**src/rtl/dsd_pkg.sv**
```systemverilog
package dsd_pkg;
  localparam int DIGIT_W   = 4;
  localparam int DIGIT_TOP = 9;
  typedef logic [DIGIT_W-1:0] digit_t;
  typedef enum logic [1:0] {
    ACT_HOLD = 2'd0,
    ACT_UP   = 2'd1,
    ACT_DOWN = 2'd2
  } act_e;
endpackage

```
**src/rtl/dsd_sync_edge.sv**
```systemverilog
module dsd_sync_edge #(
  parameter int STAGES = 2
) (
  input  logic clk,
  input  logic rst_n,
  input  logic raw,
  output logic lvl,
  output logic rise
);
  logic [STAGES-1:0] chain;
  logic              prev;

  generate
    for (genvar i = 0; i < STAGES; i++) begin : g_stage
      if (i == 0) begin : g_first
        always_ff @(posedge clk or negedge rst_n) begin
          if (!rst_n) chain[0] <= 1'b1;
          else        chain[0] <= raw;
        end
      end else begin : g_rest
        always_ff @(posedge clk or negedge rst_n) begin
          if (!rst_n) chain[i] <= 1'b1;
          else        chain[i] <= chain[i-1];
        end
      end
    end
  endgenerate

  always_ff @(posedge clk or negedge rst_n) begin
    if (!rst_n) prev <= 1'b1;
    else        prev <= chain[STAGES-1];
  end

  assign lvl  = chain[STAGES-1];
  assign rise = lvl & ~prev;

  // A detected edge lasts exactly one cycle (supports R3, R4)
  p_rise_once_r3: assert property (@(posedge clk) disable iff (!rst_n)
    rise |=> !rise);
endmodule

```
**src/rtl/dsd_step.sv**
```systemverilog
module dsd_step
  import dsd_pkg::*;
(
  input  digit_t cur,
  output digit_t up_nxt,
  output digit_t dn_nxt
);
  always_comb begin
    if (cur == digit_t'(DIGIT_TOP)) begin
      up_nxt = '0;
    end else if (cur < digit_t'(DIGIT_TOP)) begin
      up_nxt = cur + digit_t'(1);
    end else begin
      unique case (cur)
        4'd11:   up_nxt = 4'd6;
        4'd13:   up_nxt = 4'd4;
        4'd15:   up_nxt = 4'd2;
        default: up_nxt = cur + digit_t'(1);
      endcase
    end
  end

  always_comb begin
    if (cur == '0) dn_nxt = digit_t'(DIGIT_TOP);
    else           dn_nxt = cur - digit_t'(1);
  end
endmodule

```
**src/rtl/dual_strobe_decade.sv**
```systemverilog
module dual_strobe_decade
  import dsd_pkg::*;
#(
  parameter int SYNC_STAGES = 2
) (
  input  logic       clk,
  input  logic       rst_n,
  input  logic       clr,
  input  logic       load_n,
  input  logic [3:0] preset,
  input  logic       up_stb,
  input  logic       dn_stb,
  output logic [3:0] count,
  output logic       carry_n,
  output logic       borrow_n
);
  logic   up_lvl, up_rise, dn_lvl, dn_rise;
  digit_t cnt_q, up_nxt, dn_nxt;
  act_e   act;

  dsd_sync_edge #(.STAGES(SYNC_STAGES)) u_up (
    .clk(clk), .rst_n(rst_n), .raw(up_stb), .lvl(up_lvl), .rise(up_rise));
  dsd_sync_edge #(.STAGES(SYNC_STAGES)) u_dn (
    .clk(clk), .rst_n(rst_n), .raw(dn_stb), .lvl(dn_lvl), .rise(dn_rise));
  dsd_step u_step (.cur(cnt_q), .up_nxt(up_nxt), .dn_nxt(dn_nxt));

  always_comb begin
    if (up_rise && dn_lvl && !dn_rise)      act = ACT_UP;
    else if (dn_rise && up_lvl && !up_rise) act = ACT_DOWN;
    else                                    act = ACT_HOLD;
  end

  always_ff @(posedge clk or negedge rst_n) begin
    if (!rst_n)       cnt_q <= '0;
    else if (clr)     cnt_q <= '0;
    else if (!load_n) cnt_q <= preset;
    else begin
      unique case (act)
        ACT_UP:   cnt_q <= up_nxt;
        ACT_DOWN: cnt_q <= dn_nxt;
        default:  cnt_q <= cnt_q;
      endcase
    end
  end

  assign count    = cnt_q;
  assign carry_n  = ~((cnt_q == digit_t'(DIGIT_TOP)) & ~up_lvl);
  assign borrow_n = ~((cnt_q == '0) & ~dn_lvl);

  p_clear_zero_r1: assert property (@(posedge clk) disable iff (!rst_n)
    clr |=> (count == 4'd0));
  p_load_r2: assert property (@(posedge clk) disable iff (!rst_n)
    (!clr && !load_n) |=> (count == $past(preset)));
  p_wrap_up_r5: assert property (@(posedge clk) disable iff (!rst_n)
    (!clr && load_n && up_rise && dn_lvl && !dn_rise && count == 4'd9) |=> (count == 4'd0));
  p_wrap_dn_r5: assert property (@(posedge clk) disable iff (!rst_n)
    (!clr && load_n && dn_rise && up_lvl && !up_rise && count == 4'd0) |=> (count == 4'd9));
  p_both_hold_r10: assert property (@(posedge clk) disable iff (!rst_n)
    (!clr && load_n && up_rise && dn_rise) |=> $stable(count));
  p_idle_hold_r11: assert property (@(posedge clk) disable iff (!rst_n)
    (!clr && load_n && !up_rise && !dn_rise) |=> $stable(count));
  p_tc_exclusive_r8: assert property (@(posedge clk) disable iff (!rst_n)
    !(carry_n == 1'b0 && borrow_n == 1'b0));
endmodule

```
**config.mk**
```make
export PLATFORM = sky130hd
export DESIGN_NAME = dual_strobe_decade
export DESIGN_NICKNAME = d
export VERILOG_FILES = /design/src/rtl/dsd_pkg.sv /design/src/rtl/dsd_sync_edge.sv /design/src/rtl/dsd_step.sv /design/src/rtl/dual_strobe_decade.sv
export SDC_FILE = /design/constraint.sdc
export NUM_CORES = 1
export LEC_CHECK = 0
export BUFFER_PORTS_ARGS = -buffer_cell sky130_fd_sc_hd__buf_2
export CORE_MARGIN = 2
export CORE_UTILIZATION = 45
export CTS_CLUSTER_SIZE = 30
export DETAILED_ROUTE_END_ITERATION = 7
export PLACE_DENSITY = 0.78
export SLEW_MARGIN = 10
export SYNTH_ARGS = -nofsm -noshare
export SYNTH_HDL_FRONTEND = slang
export SYNTH_SLANG_ARGS = --single-unit
export TNS_END_PERCENT = 5
```
**constraint.sdc**
```tcl
create_clock -name clk -period 1.42 [get_ports clk]
set_input_delay 0.284 -clock clk [delete_from_list [all_inputs] [get_ports clk]]
set_output_delay 0.284 -clock clk [all_outputs]
set_load 0.02 [all_outputs]
```
==> impl.org, run 1 <==
** Status
- Status :: finished, violations left
- Violations in the final reports :: setup timing

** Global route
- Via count of the first global-routing pass :: 701
- For this run, the total global-route usage over all layers was measured as 23.9%.
- Overflow after GRT :: 0
- Entering global routing, the biggest net connects 11 pins.
- Global-route wire length before repair :: 3.15 mm
- Number of antenna violations at the first check in global routing :: 0

** Pwr
- The internal power of the cells totals 0.555 mW.
- Leakage power :: 0.454 nW
- Power Dens Cells :: 783 nW/um^2
- Registers are responsible for 41.0% of the overall power.
- Total power for the finished layout comes to 0.804 mW.
- Net Sw Power :: 0.249 mW
- Of the total power, the clock network draws 25.9%.
- The worst-case IR drop observed on VDD is 0.000592 V.
- Fraction of power spent switching nets :: 31.0%
- Power share of the combinational group :: 33.1%

** Critical path
- At the worst endpoint, the required time is 1.14 ns.
- STA classifies the critical path startpoint as a flop.
- Depth of the critical timing path with buffers and inverters included :: 5
- Measured in cells, the most critical reg-to-reg path has a length of 6.
- Across all register-to-register paths, the minimum setup slack is -0.10 ns.
- The slowest stage of the critical path is the sky130_fd_sc_hd__dfrtp_2 cell.
- Of all nets on the critical path, the largest fanout is 4.
- Kind of end point of the critical path :: output pin
- Worst path arrival time :: 1.36 ns
- Critical setup path kind :: flop to output pin
- Crit path buf inv count :: 3
- Worst stage delay on the critical path :: 0.45 ns
- The cell that appears most often on the critical path is sky130_fd_sc_hd__buf_4.
- Kind of cell with the highest combined delay on the critical path :: flip-flops
- Walking the worst path, the cells encountered are buf_6, ha_4, buf_4, nand4_1, buf_4.

** Floorplanning
- Top-Level Pins :: 16
- The core region is 1320 um^2.
- Once the floorplan was initialized, standard cells occupied 48.8% of the core.
- Num rows :: 13
- Die Height :: 41.8 um
- Die Span X :: 41.8 um
- Area of the die :: 1750 um^2

** Logic synthesis
- A synthesized cell averages 10.2 um^2.
- In the synthesized netlist the dominant register cell turns out to be sky130_fd_sc_hd__dfstp_2.
- Synthesized cell area :: 643 um^2
- Net count after synthesis :: 77
- The netlist uses 33 different library cells.
- Number of flops mapped to enable cells by yosys :: 0
- YS warnings :: 0
- Of the synthesized area, sequential elements account for 40.1%.
- Flop and latch count out of synthesis :: 10
- Counting flops with an async set or reset pin after synthesis yields a share of 100%.
- Synthesis handed over a netlist of 63 instances.

** Timing
- For the pin with the worst max-slew slack, the measured transition is 0.226 ns.
- Final hold analysis gives a worst-case slack of 0.108 ns.
- For this run, the top clock speed supported by timing is 0.610 GHz.
- The hold violation count in the final report was 0.
- Post-route setup slack :: -0.220 ns
- The clock arrives with 0.00515 ns of skew.
- After layout, the worst path uses 116% of the clock period.
- Number of pins with negative max-slew slack in the final report :: 0
- Fin Setup TNS :: -0.674 ns
- Period minus WS final :: 1.64 ns
- Setup repair after global routing could not meet its margin everywhere.
- In this run the tightest slew margin relative to its limit is 84.8%.
- Setup Viol. Count Final :: 6

** Routing
- For this run, the detailed router's first-pass iteration total came to 4.
- Summing over every cut layer, the via total after detailed routing is 677.
- Dividing the detail-routed wire length by the instance count gives 16.3 um.
- For this block, the initial DRC count from the detailed router was 10.
- After detailed routing, the total wire length is 1.91 mm.
- Remaining routing DRC violations :: 0
- Once detail routing completed, the nets flagged for antenna violations numbered 0.
- Routed via count divided by cell count :: 5.79

** Run
- Max-cap violations in this run came to 0.

** Placed design
- Including well taps, the total number of placed cells is 105.
- Detailed placement ended at an HPWL of 1.34 mm.
- Cell Area, Placed :: 881 um^2
- Final RePlAce weighted congestion :: 0.885
- Post-place setup slack :: -0.107 ns
- IO Port Bufs :: 15

** Clock network
- Clock input transition at the sequential cells of the worst setup and hold paths :: 0.07 ns
- Clock tree from TritonCTS :: built
- The clock reaches the later pin of the worst-skew pair after 0.27 ns.
- TritonCTS sink count :: 10
- In this run the number of H-tree levels came out at 1.
- The number of clock buffers added by TritonCTS is 3.
- In this run the deepest clock path goes through 2 buffers.
- In this run the clock root is driven by a sky130_fd_sc_hd__clkbuf_4.

** Final layout
- Utilization after layout :: 78.0%
- Most frequent cells in the layout :: sky130_fd_sc_hd__buf_4 (20), sky130_fd_sc_hd__buf_2 (13), sky130_fd_sc_hd__dfstp_2 (6)
- Leaving out fill and tap cells, the most frequent cell in the layout is sky130_fd_sc_hd__buf_4.
- Final standard cell count with taps included and fillers excluded :: 117
- From synthesis to final layout, the design area changed by 59.7%.
- Fill cell total of the finished layout :: 82
- Count of nets after finishing :: 117
- The post-route netlist has 62.7% of its cells at a drive strength greater than 1.
- Post-layout instance area :: 1030 um^2
- 0 antenna diodes ended up in the layout.

** Hold path
- Path type of the worst min-delay path :: input pin to flop
- Counting instances, the worst hold path has a depth of 1.
-- cell usage after synthesis (2+ instances only) --
cell | instances | area share, %
sky130_fd_sc_hd__nor2_1 | 4 | 2.3
sky130_fd_sc_hd__nand3_1 | 2 | 1.6
sky130_fd_sc_hd__o21bai_1 | 3 | 3.5
sky130_fd_sc_hd__nand2b_1 | 4 | 3.9
sky130_fd_sc_hd__dfstp_2 | 6 | 25
sky130_fd_sc_hd__nand2_1 | 4 | 2.3
sky130_fd_sc_hd__a21oi_1 | 2 | 1.6
sky130_fd_sc_hd__ha_1 | 4 | 7.8
sky130_fd_sc_hd__nand4_1 | 2 | 1.9
sky130_fd_sc_hd__dfrtp_1 | 4 | 16
sky130_fd_sc_hd__inv_1 | 4 | 2.3
sky130_fd_sc_hd__nor3_1 | 2 | 1.6
sky130_fd_sc_hd__o31ai_1 | 2 | 2.3
-- power by group through the flow --
stage	Clock, mW	Combinational (mW)	Sequential (mW)
after detailed placement	0	0.207	0.336
after floorplan	0	0.106	0.346
final	0.208	0.266	0.330
after CTS	0.212	0.251	0.328
after global routing	0.221	0.286	0.332
after global placement	0	0.201	0.335
-- flip-flops by register name, summed over array words and instances (netlist names) --
name	cells
u_up.chain	1
u_up.prev	1
count	4
u_dn.prev	1
u_dn.chain	1
u_dn.lvl	1
u_up.lvl	1
-- metal layers --
metal	part of all wire [%]	vias up	global-route usage, %
met5	0	-	0
met4	2.0	0	9.68
met3	5.0	7	8.26
met2	52	26	42.2
met1	41	325	25.8
li1	-	319	-
-- area by class of cell --
cell class              instances  area, um^2  share of cell area, %
clock buffers                   4        26.3                   2.56
inverters                       4        20.0                   1.95
repair buffers                 36         248                   24.1
multi-input cells              48         454                   44.2
well taps                      15        18.8                   1.83
flip-flops and latches         10         260                   25.3
-- kinds of logic (layout without fill, tap and decap cells) --
| kind of cell | Yosys count | after routing | share of synthesized area [%] |
|---|---|---|---|
| adders and majority gates | 4 | 4 | 7.78 |
| DFF | 10 | 10 | 40.1 |
| xor gates and xnor gates | 1 | 1 | 1.36 |
| AOI/OAI and AO/OA | 18 | 18 | 21.2 |
| buffers and inverters | 5 | 44 | 3.11 |
| and+or+nand+nor | 25 | 25 | 26.5 |
-- final timing paths --
path / start / endpoint
worst max-delay path: count[0] / carry_n
min in group asynchronous: rst_n / count[3]
worst min register to register: u_up.chain[0] / u_up.lvl
max in group asynchronous: rst_n / u_up.prev
worst max register to register: count[0] / count[2]
worst min-delay path: up_stb / u_up.chain[0]
-- repair_timing --
action | CTS | global route
pin swaps | 3 | 6
gates resized for setup | 8 | 6
setup endpoints to repair | 6 | 6
hold endpoints to repair | 4 | 0
hold buffers | 1 | 0
buffers inserted | 7 | 0
No activity file was read; power rests on OpenSTA's default activity.
==> run 2: changes to the inputs <==
--- a/config.mk
+++ b/config.mk
@@ -9,5 +9,5 @@
 export CORE_MARGIN = 2
 export CORE_UTILIZATION = 45
-export CTS_CLUSTER_SIZE = 30
+export CTS_CLUSTER_SIZE = 20
 export DETAILED_ROUTE_END_ITERATION = 7
 export PLACE_DENSITY = 0.78
==> constraint.sdc (replaced) <==
create_clock -name clk -period 1.42 [get_ports clk]
set_input_delay 0.071 -clock clk [delete_from_list [all_inputs] [get_ports clk]]
set_output_delay 0.071 -clock clk [all_outputs]
set_load 0.02 [all_outputs]
==> run 2 against run 1 <==
Against the previous run:
- combinational power rose by 7.9%
- highest routed layer unchanged
- final area up 4.6%
- register-to-register slack lost 0.03 ns
- largest power group unchanged
- core utilization is 3.6 points higher
- the flow still finishes with violations (setup timing)
- global-route usage is 0.50 points lower
- clock-buffer cell count did not move
- sequential power barely moved
==> impl.org, run 2 (synthesized netlist as in run 1, its figures left out) <==
** Hold path
- The path class of the tightest hold or removal check is input pin to flop.
- Worst hold start :: preset[3]
- Hold-critical path depth :: 3
- Hold worst-path end :: count[3]

** Critical path
- The critical path in this run is classified as flop to flop.
- Cell breakdown of the critical path :: inv_4, buf_4, ha_4, o21bai_1, a32o_1, a211oi_2, o32ai_2
- Nature of the critical path startpoint :: flop
- Worst path arrival time :: 1.69 ns
- Destination of the worst register-to-register timing path :: count[1]
- The slowest stage of the critical path is the sky130_fd_sc_hd__dfrtp_2 cell.
- Reg-to-reg slack, setup :: -0.13 ns
- STA classifies the critical path endpoint as a flop.
- Path depth of the worst reg2reg path :: 7
- Of all nets on the critical path, the largest fanout is 4.
- STA puts the critical path data required time at 1.56 ns.
- Critical R2R Launch :: count[1]
- Worst stage delay on the critical path :: 0.43 ns

** Clock network
- CTS saw 10 sinks.
- Clock input transition at the sequential cells of the worst setup and hold paths :: 0.06 ns
- CTS built an H-tree with a depth of 1.
- The later pin in the worst-skew pair is clocked with a latency of 0.26 ns.
- Max Buffers Root-to-Sink :: 2
- Clock tree from TritonCTS :: built
- The tree is rooted in a sky130_fd_sc_hd__clkbuf_4.
- Buffers inserted during clock tree synthesis total 3.

** Final layout
- The register with the most flip-flops in the layout has 4 of them.
- Multi-input gate area in the final layout :: 455 um^2
- Number of diodes :: 0
- The library cell used most frequently in the layout, excluding fill and tap cells, is sky130_fd_sc_hd__buf_4.
- After routing the design area is 1070 um^2.
- Most frequent cells in the layout :: sky130_fd_sc_hd__buf_4 (23), sky130_fd_sc_hd__buf_2 (14), sky130_fd_sc_hd__dfstp_2 (6)
- Counting the fill cells in the layout gives 77.
- The net count of the finished layout is 123.
- The count of cells in the finished layout, fillers not included, comes to 123.
- Area occupied by registers :: 260 um^2
- Cells with a size suffix above 1 make up 62.0% of the layout.
- Utilization after layout :: 81.6%
- Compared with the post-synthesis result, the final layout area differs by 67.1%.

** Placed design
- Once placement completed, the tool counted placed cells totaling 107.
- Final RePlAce weighted congestion :: 0.930
- Cell Area, Placed :: 896 um^2
- Detailed-placement wirelength estimate :: 1.27 mm
- The count of buffers added on input and output ports is 15.
- Prior to clock tree synthesis, the placed netlist has a worst setup slack of -0.125 ns.

** Timing
- Number of hold violations in the final report :: 0
- Adding up every negative setup slack in the final design gives -0.626 ns.
- Headroom to the max-slew limit :: 83.9%
- Setup violations remaining at the end of the flow were counted as 6.
- Clock skew on the completed layout was measured at 0.00104 ns.
- The smallest clock period supported by the final layout is computed as 1.55 ns.
- Post-route setup slack :: -0.130 ns
- Fmax :: 0.645 GHz
- Setup repair after global routing could not meet its margin everywhere.
- Number of pins with negative max-slew slack in the final report :: 0
- At the pin with the least slew margin, the transition time is 0.239 ns.
- Final Cycle Share :: 109%

** Routing
- Dividing the detail-routed via count by the number of cells gives 5.66.
- Before antenna repair, the detailed router went through 4 iterations.
- In this run the remaining antenna-violating nets after routing total 0.
- Total Routed Length :: 1.85 mm
- Number of violations reported at the end of detailed-routing iteration 0 :: 21
- For this run, design rule violations remaining after detail routing come to 0.
- Detailed-route wire length per cell :: 15.0 um
- Via count :: 696

** Floorplanning
- Die Height :: 41.8 um
- Top-Level Pins :: 16
- After floorplanning, the core was sized to cover 1320 um^2.
- The floorplan has 13 rows.
- Effective utilization at floorplan :: 48.8%
- Die Span X :: 41.8 um
- The floorplan step defined a die boundary enclosing 1750 um^2.

** Global route
- Entering global routing, the biggest net connects 11 pins.
- Via count of the first global-routing pass :: 705
- The first global-routing pass estimated 3.01 mm of wire.
- After global routing the overflow that remains totals 0.
- The number of antenna violations at the first check in global routing was 0.
- Total global routing track utilization :: 23.4%

** Run
- Max-cap violations in this run came to 0.

** Pwr
- Power Dens Cells :: 760 nW/um^2
- IR Drop Worst-Case VDD :: 0.000871 V
- Leakage power :: 0.482 nW

** Status
- The flow ran to the end, but the final reports show violations.
- The final reports fail on setup timing.
[run 2: how the worst max path moves through the flow]
| stage | from | to | slack [ns] | depth (start not counted) |
|---|---|---|---|---|
| global route | count[0] | borrow_n | -0.21 | 6 |
| global placement | count[0] | count[2] | -0.07 | 6 |
| finish | count[1] | count[1] | -0.13 | 7 |
| detailed placement | count[0] | count[2] | -0.13 | 6 |
| CTS | count[0] | borrow_n | -0.16 | 6 |
| floorplan | count[1] | count[2] | -0.04 | 6 |
[run 2: stage by stage]
step / power, mW / hold slack, ns
finish: 0.817 / 0.0180
global route: 0.870 / 0.0318
detailed placement: 0.552 / -0.0647
floorplan: 0.452 / -0.225
CTS: 0.800 / 0.0132
global placement: 0.545 / -0.0648
[run 2: cell type report]
| type | count | share of cell area [%] |
|---|---|---|
| Multi-Input combinational cell | 48 | 42.4 |
| Timing Repair Buffer | 42 | 27.4 |
| Sequential cell | 10 | 24.2 |
| Clock buffer | 4 | 2.44 |
| Inverter | 4 | 1.86 |
| Tap cell | 15 | 1.75 |
[run 2: repair_timing]
item | CTS | global route
endpoints found under the setup margin | 5 | 6
pin swaps | 3 | 2
buffers inserted | 6 | 2
hold buffers | 4 | 0
resized for setup | 8 | 2
hold endpoints to repair | 13 | 0
[run 2: worst max-delay path: cells and delay by family, from the launching register on]
family,cells,cell delay [ns]
AO/OA/AOI/OAI,4,0.63
flip-flops,1,0.43
buffers and inverters,2,0.22
adder cells (fa/ha/maj),1,0.14
[run 2: power breakdown]
group	internal, mW	leakage [nW]	switching [mW]
clock	0.108	0.0150	0.0896
combinational	0.156	0.354	0.131
sequential	0.310	0.113	0.0228
total	0.574	0.482	0.243
[run 2: metal layers]
layer / track usage (%) / vias up / part of all wire, %
li1: - / 327 / -
met1: 28.4 / 333 / 43
met2: 35.9 / 30 / 50
met3: 7.39 / 6 / 5.4
met4: 14.2 / 0 / 2.2
met5: 0 / - / 0
==> run 3: changes to the inputs <==
Settings changed: CELL_PAD_IN_SITES_DETAIL_PLACEMENT from default to 1, CELL_PAD_IN_SITES_GLOBAL_PLACEMENT from default to 1, CORE_UTILIZATION 45 to 35, SYNTH_HIERARCHICAL from default to 1.
==> run 3 against run 2 <==
Against the previous run:
- the flow still finishes with violations (setup timing)
- via count down 0.72%
- area after synthesis up 6.8%
- worst setup slack got worse by 0.066 ns
- flip-flop and latch count is the same
- die area grew 33%
- largest cell class unchanged
- highest routed layer unchanged
==> impl.org, run 3 <==
** Pwr
- Total power of the final layout :: 0.968 mW
- In this run the static leakage power is 0.493 nW.
- Power Dens Cells :: 920 nW/um^2
- IR Drop Worst-Case VDD :: 0.000552 V

** Critical path
- The most critical setup path has its startpoint at count[0].
- Nature of the critical path startpoint :: flop
- STA puts the critical path data required time at 1.58 ns.
- STA classifies the critical path endpoint as a flop.
- The worst setup path is of the flop to flop kind.
- At the worst endpoint, the arrival time is 1.78 ns.
- Of all nets on the critical path, the largest fanout is 5.
- Critical R2R Launch :: count[0]

** Routing
- Total Routed Length :: 2.06 mm
- Dividing the detail-routed wire length by the instance count gives 16.0 um.
- Routed via count divided by cell count :: 5.36
- Via count :: 691
- For this run, the detailed router's first-pass iteration total came to 4.
- Once detail routing completed, the nets flagged for antenna violations numbered 0.
- The first routing iteration left 9 violations.
- Remaining routing DRC violations :: 0

** Floorplanning
- Area of the die :: 2330 um^2
- The floorplan step set the die height to 48.3 um.
- For this configuration, the core starts out at a cell density of 36.1%.
- The initialized floorplan defines 16 standard-cell rows.
- Std-Cell Core Area :: 1900 um^2
- Die Span X :: 48.3 um
- Top-Level Pins :: 16

** Logic synthesis
- Counting flops with an async set or reset pin after synthesis yields a share of 100%.
- Number of flops mapped to enable cells by yosys :: 0
- Flop and latch count out of synthesis :: 10
- Post-Synthesis Mean Instance Area :: 10.4 um^2
- The largest total area in the synthesized netlist belongs to sky130_fd_sc_hd__dfstp_2.
- Instance count of the mapped netlist :: 66
- Seq/Total Area, Yosys :: 37.5%
- Sorting the synthesized cells by area gives the leading types as sky130_fd_sc_hd__dfstp_2 (23%), sky130_fd_sc_hd__dfrtp_1 (15%), sky130_fd_sc_hd__and4b_2 (6.6%), sky130_fd_sc_hd__nand3b_4 (5.8%), sky130_fd_sc_hd__ha_1 (5.5%).
- The commonest cells after synthesis are sky130_fd_sc_hd__dfstp_2 (6), sky130_fd_sc_hd__nor2_1 (5).
- The most used flip-flop cell after synthesis is sky130_fd_sc_hd__dfstp_2.
- Of the post-synthesis cell area, the dominant cell type holds 23.0%.
- In the post-synthesis netlist, the cell with the most instances is sky130_fd_sc_hd__dfstp_2.
- Synthesized cell area :: 687 um^2
- Net count after synthesis :: 79
- Yosys printed 6 warnings.
- In this run, distinct cell masters in the synthesized netlist total 28.

** Final layout
- Most frequent cells in the layout :: sky130_fd_sc_hd__buf_2 (15), sky130_fd_sc_hd__buf_4 (15), sky130_fd_sc_hd__dfstp_2 (6)
- For this run, the number of standard cells in the final layout without fillers is 129.
- Fraction of layout cells with a size suffix above 1 :: 66.7%
- The net count of the finished layout is 116.
- From synthesis to final layout, the design area changed by 53.2%.
- Number of diodes :: 0
- The register with the most flip-flops in the layout has 4 of them.

** Clock network
- TritonCTS sink count :: 10
- H-tree Lvls :: 1
- Clock root cell :: sky130_fd_sc_hd__clkbuf_4
- No sink is reached through more buffers than the 2 on the longest clock path.
- Clock input transition at the sequential cells of the worst setup and hold paths :: 0.07 ns
- Clock tree from TritonCTS :: built
- The later pin in the worst-skew pair is clocked with a latency of 0.28 ns.
- CTS buffer count :: 3

** Placed design
- IO Port Bufs :: 15
- The congestion estimate from routability-driven global placement came to 0.765.
- Number of cells in the design after placement :: 121
- Detailed-placement wirelength estimate :: 1.54 mm

** Global route
- The via count of the first global-routing pass was 714.
- Global-route wire length before repair :: 3.41 mm
- Number of antenna violations at the first check in global routing :: 0
- Largest net degree at the start of global routing :: 11
- Across every metal layer, demand over resource in global routing totals 19.0%.
- Overflow after GRT :: 0

** Timing
- In the post-route analysis, the smallest setup slack over all paths is -0.196 ns.
- Setup violations remaining at the end of the flow were counted as 5.
- Number of hold violations in the final report :: 0
- The clock arrives with 0.00385 ns of skew.
- Derived from the worst setup path, the maximum achievable clock frequency is 0.619 GHz.
- For the finished layout, the period the worst path requires is 1.62 ns.
- Least-Margin Pin Slew :: 0.359 ns
- The max-slew violation total from the final report was 0.
- Final Cycle Share :: 114%
- Headroom to the max-slew limit came out at 76.0%.
- Setup repair after global routing could not meet its margin everywhere.

** Hold path
- Path type of the worst min-delay path :: input pin to flop
- In this run the most critical hold path is launched from clr.

** Status
- The run finished, with violations left.
- The checks that failed: setup timing.

** Run
- Max-cap violations in this run came to 0.
-- run 3: changes by cell type in the layout (fill, tap and decap cells not counted), moves of 3 or more --
cell	previous run	this run
sky130_fd_sc_hd__buf_4	23	15
sky130_fd_sc_hd__o41ai_2	0	4
sky130_fd_sc_hd__and4b_2	1	4
sky130_fd_sc_hd__a211oi_2	1	4
-- run 3: per-stage QoR --
step | hold slack [ns] | instance area (um^2) | utilization (%) | setup TNS (ns) | worst slack [ns]
2_1_floorplan | -0.225 | 707 | - | -0.693 | -0.272
3_3_place_gp | -0.0635 | 916 | 48.2 | -1.06 | -0.315
3_5_place_dp | -0.0569 | 916 | 48.2 | -1.18 | -0.326
4_1_cts | 0.0744 | 1030 | 54.2 | -0.887 | -0.239
5_1_grt | 0.0783 | 1050 | 55.3 | -1.13 | -0.290
6_report | 0.0744 | 1050 | 55.3 | -0.725 | -0.196
-- run 3: worst max-delay path: stages, from the launching register on --
cell,delay (ns)
sky130_fd_sc_hd__dfrtp_2,0.44
sky130_fd_sc_hd__inv_2,0.09
sky130_fd_sc_hd__ha_4,0.14
sky130_fd_sc_hd__nand2b_1,0.09
sky130_fd_sc_hd__o22a_2,0.21
sky130_fd_sc_hd__and4b_2,0.24
sky130_fd_sc_hd__a211oi_2,0.20
sky130_fd_sc_hd__o41ai_2,0.09
-- run 3: cell families after synthesis --
logic type	share of synthesized area [%]
simple gates	31.3
compound gates	20.2
flops	37.5
buf+inv	2.91
fa+ha+maj	5.47
xor+xnor	2.55
-- run 3: power by group --
| group | internal, mW | switching [mW] |
|---|---|---|
| logic | 0.178 | 0.186 |
| registers | 0.315 | 0.0234 |
| clock network | 0.156 | 0.109 |
| total | 0.650 | 0.319 |
-- run 3: layout make-up --
type / instances / area [um^2]
Multi-Input combinational cell: 51 / 488
Tap cell: 27 / 33.8
Sequential cell: 10 / 262
Fill cell: 222 / 850
Clock buffer: 4 / 36.3
Timing Repair Buffer: 33 / 218
Inverter: 4 / 15.0
-- run 3: worst paths after layout --
check / end / slack [ns] / cells past startpoint
setup reg to reg: count[1] / -0.20 / 7
hold / removal: count[3] / 0.07 / 2
max in group asynchronous: u_up/lvl / 0.99 / 2
setup / recovery: count[1] / -0.20 / 7
hold reg to reg: u_up/lvl / 0.36 / 0
min in group asynchronous: count[3] / 0.17 / 2
-- run 3: what timing repair did --
item                                   4_1_cts  5_1_grt
setup endpoints to repair                    5        6
hold buffers                                 3        0
setup buffers                                1        0
endpoints found under the hold margin       12        0
pin swaps                                    6        4
gates resized for setup                      8        6
-- run 3: layer usage --
layer  vias up  global-route usage, %  wire [um]
li1        326                      -          -
met1       347                   23.4        884
met2        15                   34.5       1090
met3         3                   2.78         59
met4         0                   5.71         27
met5         -                      0          0
